$ cat src/rtl/pm_wake_ctrl.sv
module pm_wake_ctrl #(
  parameter int ADDR_W = 16,
  parameter logic [ADDR_W-1:0] BASE_ADDR = 16'h0400,
  parameter int CNT_W = 24,
  parameter int RES_W = 4
) (
  input  logic              clk,
  input  logic              rst_n,
  input  logic [ADDR_W-1:0] io_addr,
  input  logic              io_wr,
  input  logic              io_rd,
  input  logic [7:0]        io_wdata,
  output logic [7:0]        io_rdata,
  input  logic [RES_W-1:0]  resume_evt,
  input  logic              standby_exp,
  input  logic              all_asleep,
  output logic              pme,
  output logic              asleep
);
  localparam logic [ADDR_W-1:0] A_STS2 = BASE_ADDR + 1'b1;
  localparam logic [ADDR_W-1:0] A_CTRL = BASE_ADDR + 2'd2;
  localparam logic [ADDR_W-1:0] A_REN  = BASE_ADDR + 2'd3;

  logic [CNT_W-1:0] cnt;
  logic [CNT_W-1:0] cnt_nxt;
  logic [RES_W-1:0] res_en;
  logic tmr_sts, bm_sts, gbl_sts, wak_sts;
  logic tmr_en, bm_ctl, fw_rel;

  assign cnt_nxt = cnt + 1'b1;
  wire msb_flip = cnt_nxt[CNT_W-1] ^ cnt[CNT_W-1];

  wire wr_s1 = io_wr && (io_addr == BASE_ADDR);
  wire wr_s2 = io_wr && (io_addr == A_STS2);
  wire wr_ct = io_wr && (io_addr == A_CTRL);
  wire wr_re = io_wr && (io_addr == A_REN);

  wire wake_set = asleep && |(resume_evt & res_en);
  wire wake_clr = (wr_s2 && io_wdata[7]) || standby_exp;

  assign pme = tmr_en & tmr_sts;

  always_ff @(posedge clk) begin
    if (!rst_n) begin
      cnt     <= '0;
      res_en  <= '0;
      tmr_sts <= 1'b0;
      bm_sts  <= 1'b0;
      gbl_sts <= 1'b0;
      wak_sts <= 1'b0;
      tmr_en  <= 1'b0;
      bm_ctl  <= 1'b0;
      fw_rel  <= 1'b0;
      asleep  <= 1'b0;
    end else begin
      cnt <= cnt_nxt;

      if (msb_flip)                      tmr_sts <= 1'b1;
      else if (wr_s1 && io_wdata[0])     tmr_sts <= 1'b0;

      if (wr_ct) begin
        tmr_en <= io_wdata[0];
        bm_ctl <= io_wdata[1];
        fw_rel <= io_wdata[2];
      end

      if (wr_ct && io_wdata[1]) bm_sts <= 1'b1;
      else if (wr_s1 && io_wdata[4]) begin
        bm_sts <= 1'b0;
        bm_ctl <= 1'b0;
      end

      if (wr_ct && io_wdata[2]) gbl_sts <= 1'b1;
      else if (wr_s1 && io_wdata[5]) begin
        gbl_sts <= 1'b0;
        fw_rel  <= 1'b0;
      end

      if (wr_re) res_en <= io_wdata[RES_W-1:0];

      if (wake_set)      wak_sts <= 1'b1;
      else if (wake_clr) wak_sts <= 1'b0;

      if (wake_set)                            asleep <= 1'b0;
      else if (!asleep && !wak_sts && all_asleep) asleep <= 1'b1;
    end
  end

  always_comb begin
    io_rdata = 8'h00;
    if (io_rd) begin
      if (io_addr == BASE_ADDR)   io_rdata = {2'b00, gbl_sts, bm_sts, 3'b000, tmr_sts};
      else if (io_addr == A_STS2) io_rdata = {wak_sts, 7'b0};
      else if (io_addr == A_CTRL) io_rdata = {5'b0, fw_rel, bm_ctl, tmr_en};
      else if (io_addr == A_REN)  io_rdata = 8'(res_en);
    end
  end

  assert_tmr_on_flip_R4: assert property (@(posedge clk) disable iff (!rst_n)
    (cnt[CNT_W-1] != $past(cnt[CNT_W-1])) |-> tmr_sts);

  assert_bm_set_R7: assert property (@(posedge clk) disable iff (!rst_n)
    (wr_ct && io_wdata[1]) |=> (bm_sts && bm_ctl));

  assert_wake_resume_R9: assert property (@(posedge clk) disable iff (!rst_n)
    (asleep && |(resume_evt & res_en)) |=> (wak_sts && !asleep));

  assert_w0_keeps_wake_R6: assert property (@(posedge clk) disable iff (!rst_n)
    (wak_sts && !standby_exp && !(wr_s2 && io_wdata[7])) |=> wak_sts);

  assert_sleep_entry_R11: assert property (@(posedge clk) disable iff (!rst_n)
    (!asleep && !wak_sts && all_asleep) |=> asleep);

  assert_no_sleep_while_wake_R11: assert property (@(posedge clk) disable iff (!rst_n)
    (!asleep && wak_sts) |=> !asleep);
endmodule

$ cat config.mk
export PLATFORM = sky130hd
export DESIGN_NAME = pm_wake_ctrl
export DESIGN_NICKNAME = d
export VERILOG_FILES = /design/src/rtl/pm_wake_ctrl.sv
export SDC_FILE = /design/constraint.sdc
export NUM_CORES = 1
export LEC_CHECK = 0
export ABC_CLOCK_PERIOD_IN_PS = 8400
export BUFFER_PORTS_ARGS = -buffer_cell sky130_fd_sc_hd__buf_2
export CAP_MARGIN = 20
export CORE_ASPECT_RATIO = 2
export CORE_UTILIZATION = 40
export DETAILED_ROUTE_END_ITERATION = 12
export GPL_ROUTABILITY_DRIVEN = 0
export PLACE_DENSITY = 0.68
export SETUP_SLACK_MARGIN = 0.15
export SYNTH_ARGS = -nofsm -noshare
export SYNTH_HDL_FRONTEND = slang
export SYNTH_SLANG_ARGS = --single-unit
$ cat constraint.sdc
create_clock -name clk -period 8.4 [get_ports clk]
set_clock_uncertainty 0.15 [all_clocks]
set_input_delay 1.68 -clock clk [delete_from_list [all_inputs] [get_ports clk]]
set_output_delay 1.68 -clock clk [all_outputs]
set_load 0.01 [all_outputs]
**Word-level counts from Yosys, hierarchy flattened**

Cells that the tools add are included.

- Multiplexer cells: 19
- Add/subtract/negate cells: 1
- Bitwise gates (word level): 4
- Reductions and logical operators: 22
- Equality and inequality tests: 4

Operators with widths:

| operator | count |
|---|---|
| $eq A16 B11 Y1 const B | 4 |
| $add A24 B1 Y24 const B | 1 |
| $mux W8 | 3 |
| $mux W1 | 14 |
| $logic_and A1 B1 Y1 | 13 |
| $mux W4 | 2 |
| $reduce_bool A2 Y1 | 4 |
| $and A4 B4 Y4 | 1 |
| $reduce_or A4 Y1 | 1 |
| $logic_not A1 Y1 | 2 |
| $reduce_or A2 Y1 | 1 |
| $and A1 B1 Y1 | 1 |
| $logic_or A1 B1 Y1 | 1 |
| $not A1 Y1 | 1 |
| $xor A1 B1 Y1 | 1 |

- Bits of input ports: 34
- Output and inout bits: 10
- Register bits after elaboration: 36
- Logic and storage cells: 60

**Depth between registers and ports, before layout**

Gate-level depths: netlist of the first run.

- Word-level depth: 6
- Depth in mapped cells: 5
- Gate-level depth less buffers: 5

**Worst setup path after synthesis of the first run**

No wires, ideal clock.

- Path kind: input to output
- Start point: input io_addr[3]
- End point: output io_rdata[1]
- Buffers on the path: 0
- Setup slack: 3276 ps
- Arrival time: 3294 ps
- Required time: 6570 ps
- Cell stages on the path: 4
- Cells stage by stage: or4_1 > or4_1 > or2_2 > nor2_1

- Longest elaborated chain between the ends: 6
- Elaborated cells between the ends (all ways): 9
- Those cells by class: 4 x eq/ne; 5 x mux

RTL lines:

| what | RTL line | text |
|---|---|---|
| start, declared | 9 | `input logic [ADDR_W-1:0] io_addr,` |
| $eq A16 B11 Y1 | 95 | `else if (io_addr == A_REN) io_rdata = 8'(res_en);` |
| $mux W4 | 95 |  |
| $mux W4 | 94 | `else if (io_addr == A_CTRL) io_rdata = {5'b0, fw_rel, bm_ctl, tmr_en};` |
| $mux W8 | 93 | `else if (io_addr == A_STS2) io_rdata = {wak_sts, 7'b0};` |
| $mux W8 * | 92 | `if (io_addr == BASE_ADDR) io_rdata = {2'b00, gbl_sts, bm_sts, 3'b000, tmr_sts};` |
| $mux W8 * | 91 | `if (io_rd) begin` |
| end, declared | 13 | `output logic [7:0] io_rdata,` |

Every way passes the cells marked *; elsewhere a longest branch is shown, timed or not.

**Worst setup path after layout of the first run**

Same ends and word-level chain as after synthesis.

==> impl_metrics.py, run 1 <==
metrics = {
    "critical_path": {
        "worstPathCellList": "buf_2 -> or4_1 -> or4_1 -> or2_2 -> nor2_1 -> buf_2",
        "crit_start": "io_addr[3]",
        "reg2reg_depth": 5,
        "start_kind": "input port",
        "worst_ep_required_time_ns": 6.57,
        "reg2reg_to": "cnt[19]$_SDFF_PN0_",
        "arrival_ns": 3.55,
        "crit_type": "input port to output port",
        "regToRegStartpoint": "cnt[5]$_SDFF_PN0_",
        "r2r_slack_ns": 6.39,
        "critPathMaxStageDelay_ns": 0.65,
        "worstPathMaxFanout": 5,
        "critPathSlowestCell": "or4_1",
        "endpoint": "io_rdata[1]",
        "cp-end-kind": "output port",
    },
    "power_and_ir_drop": {
        "ir_drop_v": 0.0000947,
        "power_leakage_nw": 0.775,
        "power_per_cell_area_nw_per_um2": 158,
        "finalPower_mw": 0.326,
    },
    "global_routing": {
        "grt_util_all_layers_pct": 19.2,
        "grt_pass1_wl_um": 6820,
        "antenna_found_initial": 0,
        "grt-ovfl-total": 0,
        "first_global_vias": 1647,
        "grt_max_degree": 26,
    },
    "cts": {
        "cts-buffers-inserted": 5,
        "cts_resized": 0,
        "htreeDepth": 2,
        "cts.sinks": 35,
        "path_clk_slew_ns": 0.07,
        "root_buffer": "clkbuf_8",
        "clk_path_buf_depth": 2,
        "cts_tree": "built",
        "clk_latency_ns": 0.29,
        "postCtsHoldBufs": 0,
        "post_cts_buffers": 0,
    },
    "finish": {
        "nets": 286,
        "layout_commonest_cell": "buf_2",
        "design_area_um2": 2070,
        "utilization_pct": 50.5,
        "drive_above_1_share_pct": 22.2,
        "layout.filler_cells": 403,
        "num_antenna_cells": 0,
        "largest_reg_flops": 23,
        "final_cell_mix": "41 x buf_2, 35 x dfxtp_1, 25 x nor2_1",
        "regMostFlops": "cnt",
        "largest_registers": "cnt: 23 flops, res_en: 4 flops",
        "final_cells": 304,
        "area_growth_syn_to_layout_pct": 20.1,
    },
    "timing": {
        "post-route-period-util_pct": 64.0,
        "fin_hold_ws_ns": 0.320,
        "hold_viol": 0,
        "finalWorstSetupSlack_ns": 3.02,
        "fin_setup_tns_ns": 0,
        "finalMaxSlewViolations": 0,
        "min_period_ns": 5.38,
        "max_freq_mhz": 186,
        "setup_violations": 0,
        "rsz0062_at_grt": "false",
    },
    "die": {
        "die_w_um": 48.4,
        "die_h_um": 94.7,
        "num_rows": 33,
        "ios": 44,
        "core_area_um2": 4090,
        "initial_core_util_pct": 42.1,
        "fp.dieArea_um2": 4580,
    },
    "synthesis": {
        "netlist_top_cells_area": "dfxtp_1 41%, nor2_1 5.5%, xnor2_1 4.6%, nand2_1 4.4%, mux2i_1 4.1%",
        "synth_top_cell_by_area": "dfxtp_1",
        "synthArstFlopShare_pct": 0,
        "synthFlopType": "dfxtp_1",
        "yosys_warnings": 0,
        "synth.top_cell.area_share_pct": 40.7,
        "yosys.cell_types.count": 38,
        "synth_edf_count": 0,
        "syn_inst": 210,
        "ys_seq_elements": 35,
        "synth_nets": 245,
        "avgSynthCellArea_um2": 8.19,
        "seq_area_frac_synth_pct": 40.7,
        "syn_area_um2": 1720,
    },
    "routing": {
        "vias": 1634,
        "wirelength_um": 4010,
        "postRouteAntennaNets": 0,
        "vias_per_cell": 5.38,
        "wl_per_cell_um": 13.2,
        "drc": 0,
        "dr.pass1.iters": 4,
        "drt-initial-drc-count": 36,
    },
    "placed_design": {
        "dpl.cell_count": 294,
        "dp_hpwl_um": 3090,
        "portBuffers": 41,
        "place_ws_ns": 3.02,
        "placed_cell_area_um2": 1950,
    },
    "hold_path": {
        "hp-class": "register to register",
        "worstHoldPathCells": 1,
    },
    "flow_run": {
        "drv_cap": 0,
    },
    "outcome": {
        "status": "complete, no violations",
    },
}
critical path: cells and delay by family:
kind,cells,cell delay (ns)
buffers and inverters,2,0.22
and+or+nand+nor,4,1.64
where the power goes:
part / internal [mW] / total (mW) / switching [mW]
clock: 0.0746 / 0.137 / 0.0625
sequential: 0.167 / 0.169 / 0.00153
combinational: 0.00849 / 0.0197 / 0.0112
routing by layer:
| layer | vias up | global-route usage (%) | wire length, µm |
|---|---|---|---|
| met4 | 0 | 10.8 | 75 |
| met3 | 7 | 3.38 | 129 |
| met1 | 756 | 16.6 | 1470 |
| li1 | 833 | - | - |
| met5 | - | 0 | 0 |
| met2 | 38 | 39.9 | 2340 |
Yosys cell counts (all sizes together), types with 4 or more instances:
cell type,instances
or4,5
and4,5
nor4,6
xnor2,9
nor3,6
clkbuf,7
a21oi,12
nand3,11
nand4,8
nor2,25
dfxtp,35
mux2i,7
inv,7
xor2,4
a31o,4
nand2,20
o21ai,10
and2,4
worst min-delay path by stage:
| stage | start | end | slack (ns) |
|---|---|---|---|
| floorplan | cnt[0]$_SDFF_PN0_ | cnt[0]$_SDFF_PN0_ | 0.28 |
| global placement | cnt[0]$_SDFF_PN0_ | cnt[0]$_SDFF_PN0_ | 0.30 |
| detailed placement | cnt[0]$_SDFF_PN0_ | cnt[0]$_SDFF_PN0_ | 0.31 |
| CTS | cnt[0]$_SDFF_PN0_ | cnt[0]$_SDFF_PN0_ | 0.33 |
| global route | tmr_en$_SDFFE_PN0N_ | tmr_en$_SDFFE_PN0N_ | 0.36 |
| finish | cnt[0]$_SDFF_PN0_ | cnt[0]$_SDFF_PN0_ | 0.32 |
layout make-up:
cell class              count  area (µm²)  share of cell area [%]
inverters                   7        26.3                    1.27
flip-flops and latches     35         701                    33.9
well taps                  52        65.1                    3.15
clock inverters             1        7.51                   0.363
multi-input cells         159         955                    46.2
clock buffers               7        96.3                    4.66
repair buffers             43         215                    10.4
cell families (layout without fill, tap and decap cells):
| logic type | Yosys count | in the layout | share of synthesized area [%] |
|---|---|---|---|
| adder cells (fa/ha/maj) | 1 | 1 | 0.727 |
| XOR/XNOR | 13 | 13 | 6.62 |
| flip-flops | 35 | 35 | 40.7 |
| AO/OA/AOI/OAI | 36 | 36 | 13.0 |
| other | 1 | 1 | 0.218 |
| AND/OR/NAND/NOR | 101 | 101 | 30.8 |
| buffers and inverters | 16 | 58 | 3.78 |
| multiplexers | 7 | 7 | 4.07 |
(Power assumes the default switching activity.)
==> inputs of run 2 (changes only) <==
ABC_AREA = 1   (was unset)
ABC_CLOCK_PERIOD_IN_PS = 5500   (was 8400)
PLACE_DENSITY = 0.67   (was 0.68)
clock period = 5.5 ns   (was 8.4 ns; I/O delays follow)
==> impl_metrics.py, run 2 <==
metrics = {
    "critical_path": {
        "worstPathCellList": "buf_2 -> nor2_1 -> nand2_1 -> nor2_8 -> nand3_2 -> nand3b_1 -> nand2_1 -> buf_2",
        "arrival_ns": 2.28,
        "worstPathMaxFanout": 19,
        "critPathMaxStageDelay_ns": 0.27,
        "start_kind": "input port",
        "crit_type": "input port to output port",
        "critPathSlowestCell": "nor2_8",
        "worst_ep_required_time_ns": 4.25,
        "cp-end-kind": "output port",
    },
    "synthesis": {
        "yosysMostFrequentCell": "nand2_1",
        "synthArstFlopShare_pct": 0,
        "synth_edf_count": 0,
        "netlist_top_cells_area": "dfxtp_1 35%, nand2_1 14%, nor2_1 9.6%, a21oi_1 6.4%, inv_1 6.1%",
        "synth_top_cell_by_area": "dfxtp_1",
        "avgSynthCellArea_um2": 6.59,
        "seq_area_frac_synth_pct": 34.6,
        "yosys.cell_types.count": 31,
        "synth_nets": 342,
        "synthFlopType": "dfxtp_1",
        "syn_area_um2": 2020,
        "synth.top_cells.by_count": "74 x nand2_1, 52 x nor2_1, 35 x dfxtp_1",
        "synth.top_cell.area_share_pct": 34.6,
        "syn_inst": 307,
        "ys_seq_elements": 35,
        "yosys_warnings": 0,
    },
    "timing": {
        "slew_headroom_pct": 64.3,
        "min_period_ns": 3.53,
        "finalMaxSlewViolations": 0,
        "setup_violations": 0,
        "post-route-period-util_pct": 64.3,
        "fin_setup_tns_ns": 0,
        "finalWorstSetupSlack_ns": 1.97,
        "max_freq_mhz": 283,
        "rsz0062_at_grt": "false",
        "hold_viol": 0,
        "worstMarginPinSlew_ns": 0.533,
        "fin_hold_ws_ns": 0.295,
    },
    "power_and_ir_drop": {
        "power_per_cell_area_nw_per_um2": 222,
        "power_leakage_nw": 0.975,
        "finalPower_mw": 0.526,
        "ir_drop_v": 0.000158,
    },
    "routing": {
        "drc": 0,
        "dr.pass1.iters": 4,
        "wirelength_um": 5140,
        "met2_length_um": 3030,
        "vias_per_cell": 5.03,
        "drt-initial-drc-count": 39,
        "top_layer_used": "met4",
        "met1_length_um": 1750,
        "postRouteAntennaNets": 0,
        "wl_per_cell_um": 12.6,
        "vias": 2048,
        "met3_length_um": 167,
    },
    "outcome": {
        "status": "complete, no violations",
    },
    "flow_run": {
        "drv_cap": 0,
    },
    "finish": {
        "largest_registers": "cnt: 23 flops, res_en: 4 flops",
        "regMostFlops": "cnt",
        "num_antenna_cells": 0,
        "largest_reg_flops": 23,
        "layout_commonest_cell": "nand2_1",
        "drive_above_1_share_pct": 21.4,
        "nets": 384,
        "design_area_um2": 2370,
        "utilization_pct": 48.7,
        "final_cells": 407,
        "final_cell_mix": "74 x nand2_1, 52 x nor2_1, 41 x buf_2",
        "area_growth_syn_to_layout_pct": 17.1,
        "layout.filler_cells": 536,
    },
    "cts": {
        "cts_resized": 0,
        "clk_path_buf_depth": 2,
        "path_clk_slew_ns": 0.07,
        "cts_tree": "built",
        "postCtsHoldBufs": 0,
        "root_buffer": "clkbuf_8",
        "cts-buffers-inserted": 5,
        "cts.sinks": 35,
        "post_cts_buffers": 0,
        "htreeDepth": 2,
        "clk_latency_ns": 0.29,
    },
    "placed_design": {
        "portBuffers": 41,
        "dpl.cell_count": 399,
        "place_ws_ns": 1.95,
        "placed_cell_area_um2": 2250,
        "dp_hpwl_um": 4070,
    },
    "global_routing": {
        "first_global_vias": 2020,
        "grt_pass1_wl_um": 8170,
        "grt_util_all_layers_pct": 20.7,
        "grt-ovfl-total": 0,
        "antenna_found_initial": 0,
        "grt_max_degree": 20,
    },
    "die": {
        "ios": 44,
        "die_h_um": 103,
        "die_w_um": 52.3,
        "fp.dieArea_um2": 5370,
        "core_area_um2": 4860,
        "num_rows": 36,
        "initial_core_util_pct": 41.6,
    },
    "hold_path": {
        "hp-class": "register to register",
    },
}
## run 2: cell count changes in the layout (fill, tap and decap cells not counted), moves of 5 or more
cell | before | now
a21oi_1 | 12 | 26
and4_1 | 5 | 0
inv_1 | 6 | 33
mux2i_1 | 7 | 0
nand2_1 | 20 | 74
nand4_1 | 8 | 16
nor2_1 | 25 | 52
nor2_2 | 0 | 8
nor4_1 | 6 | 0
xnor2_1 | 9 | 1
## run 2: layer usage
| metal | global-route usage [%] | vias to the layer above |
|---|---|---|
| li1 | - | 1072 |
| met1 | 15.4 | 902 |
| met2 | 44.9 | 57 |
| met3 | 2.65 | 17 |
| met4 | 10.9 | 0 |
| met5 | 0 | - |
## run 2: cell families (layout without fill, tap and decap cells)
group           count (synthesis)  in the layout  synth area share [%]
buf+inv                        43             86                  9.21
fa+ha+maj                       1              1                 0.618
flops                          35             35                  34.6
compound gates                 39             39                  10.1
xor+xnor                        2              2                 0.865
other cells                     1              1                 0.185
simple gates                  186            186                  44.4
## run 2: path summary, 6_finish.rpt
path	slack, ns	endpoint	startpoint	cells after the start
worst max-delay path	1.97	io_rdata[0]	io_addr[15]	8
worst min-delay path	0.29	cnt[0]$_SDFF_PN0_	cnt[0]$_SDFF_PN0_	1
worst max register to register	3.78	cnt[18]$_SDFF_PN0_	cnt[0]$_SDFF_PN0_	8
worst min register to register	0.29	cnt[0]$_SDFF_PN0_	cnt[0]$_SDFF_PN0_	1
## run 2: power by group
part | switching [mW] | internal (mW) | total (mW)
combinational | 0.0191 | 0.0130 | 0.0321
sequential | 0.00142 | 0.256 | 0.257
clock | 0.0901 | 0.147 | 0.237
total | 0.111 | 0.415 | 0.526
## run 2: layout make-up
type	instances	area (µm²)	area share, %
multi-input combinational	229	1140	48.0
sequential	35	701	29.6
timing repair buffer	41	205	8.65
inverter	37	139	5.86
clock buffer	6	82.6	3.48
tap	57	71.3	3.01
clock inverter	2	35.0	1.48
## run 2: worst max-delay path: cells and delay by family
family        cells  cell delay [ns]
simple gates      6             0.95
buf+inv           2             0.22
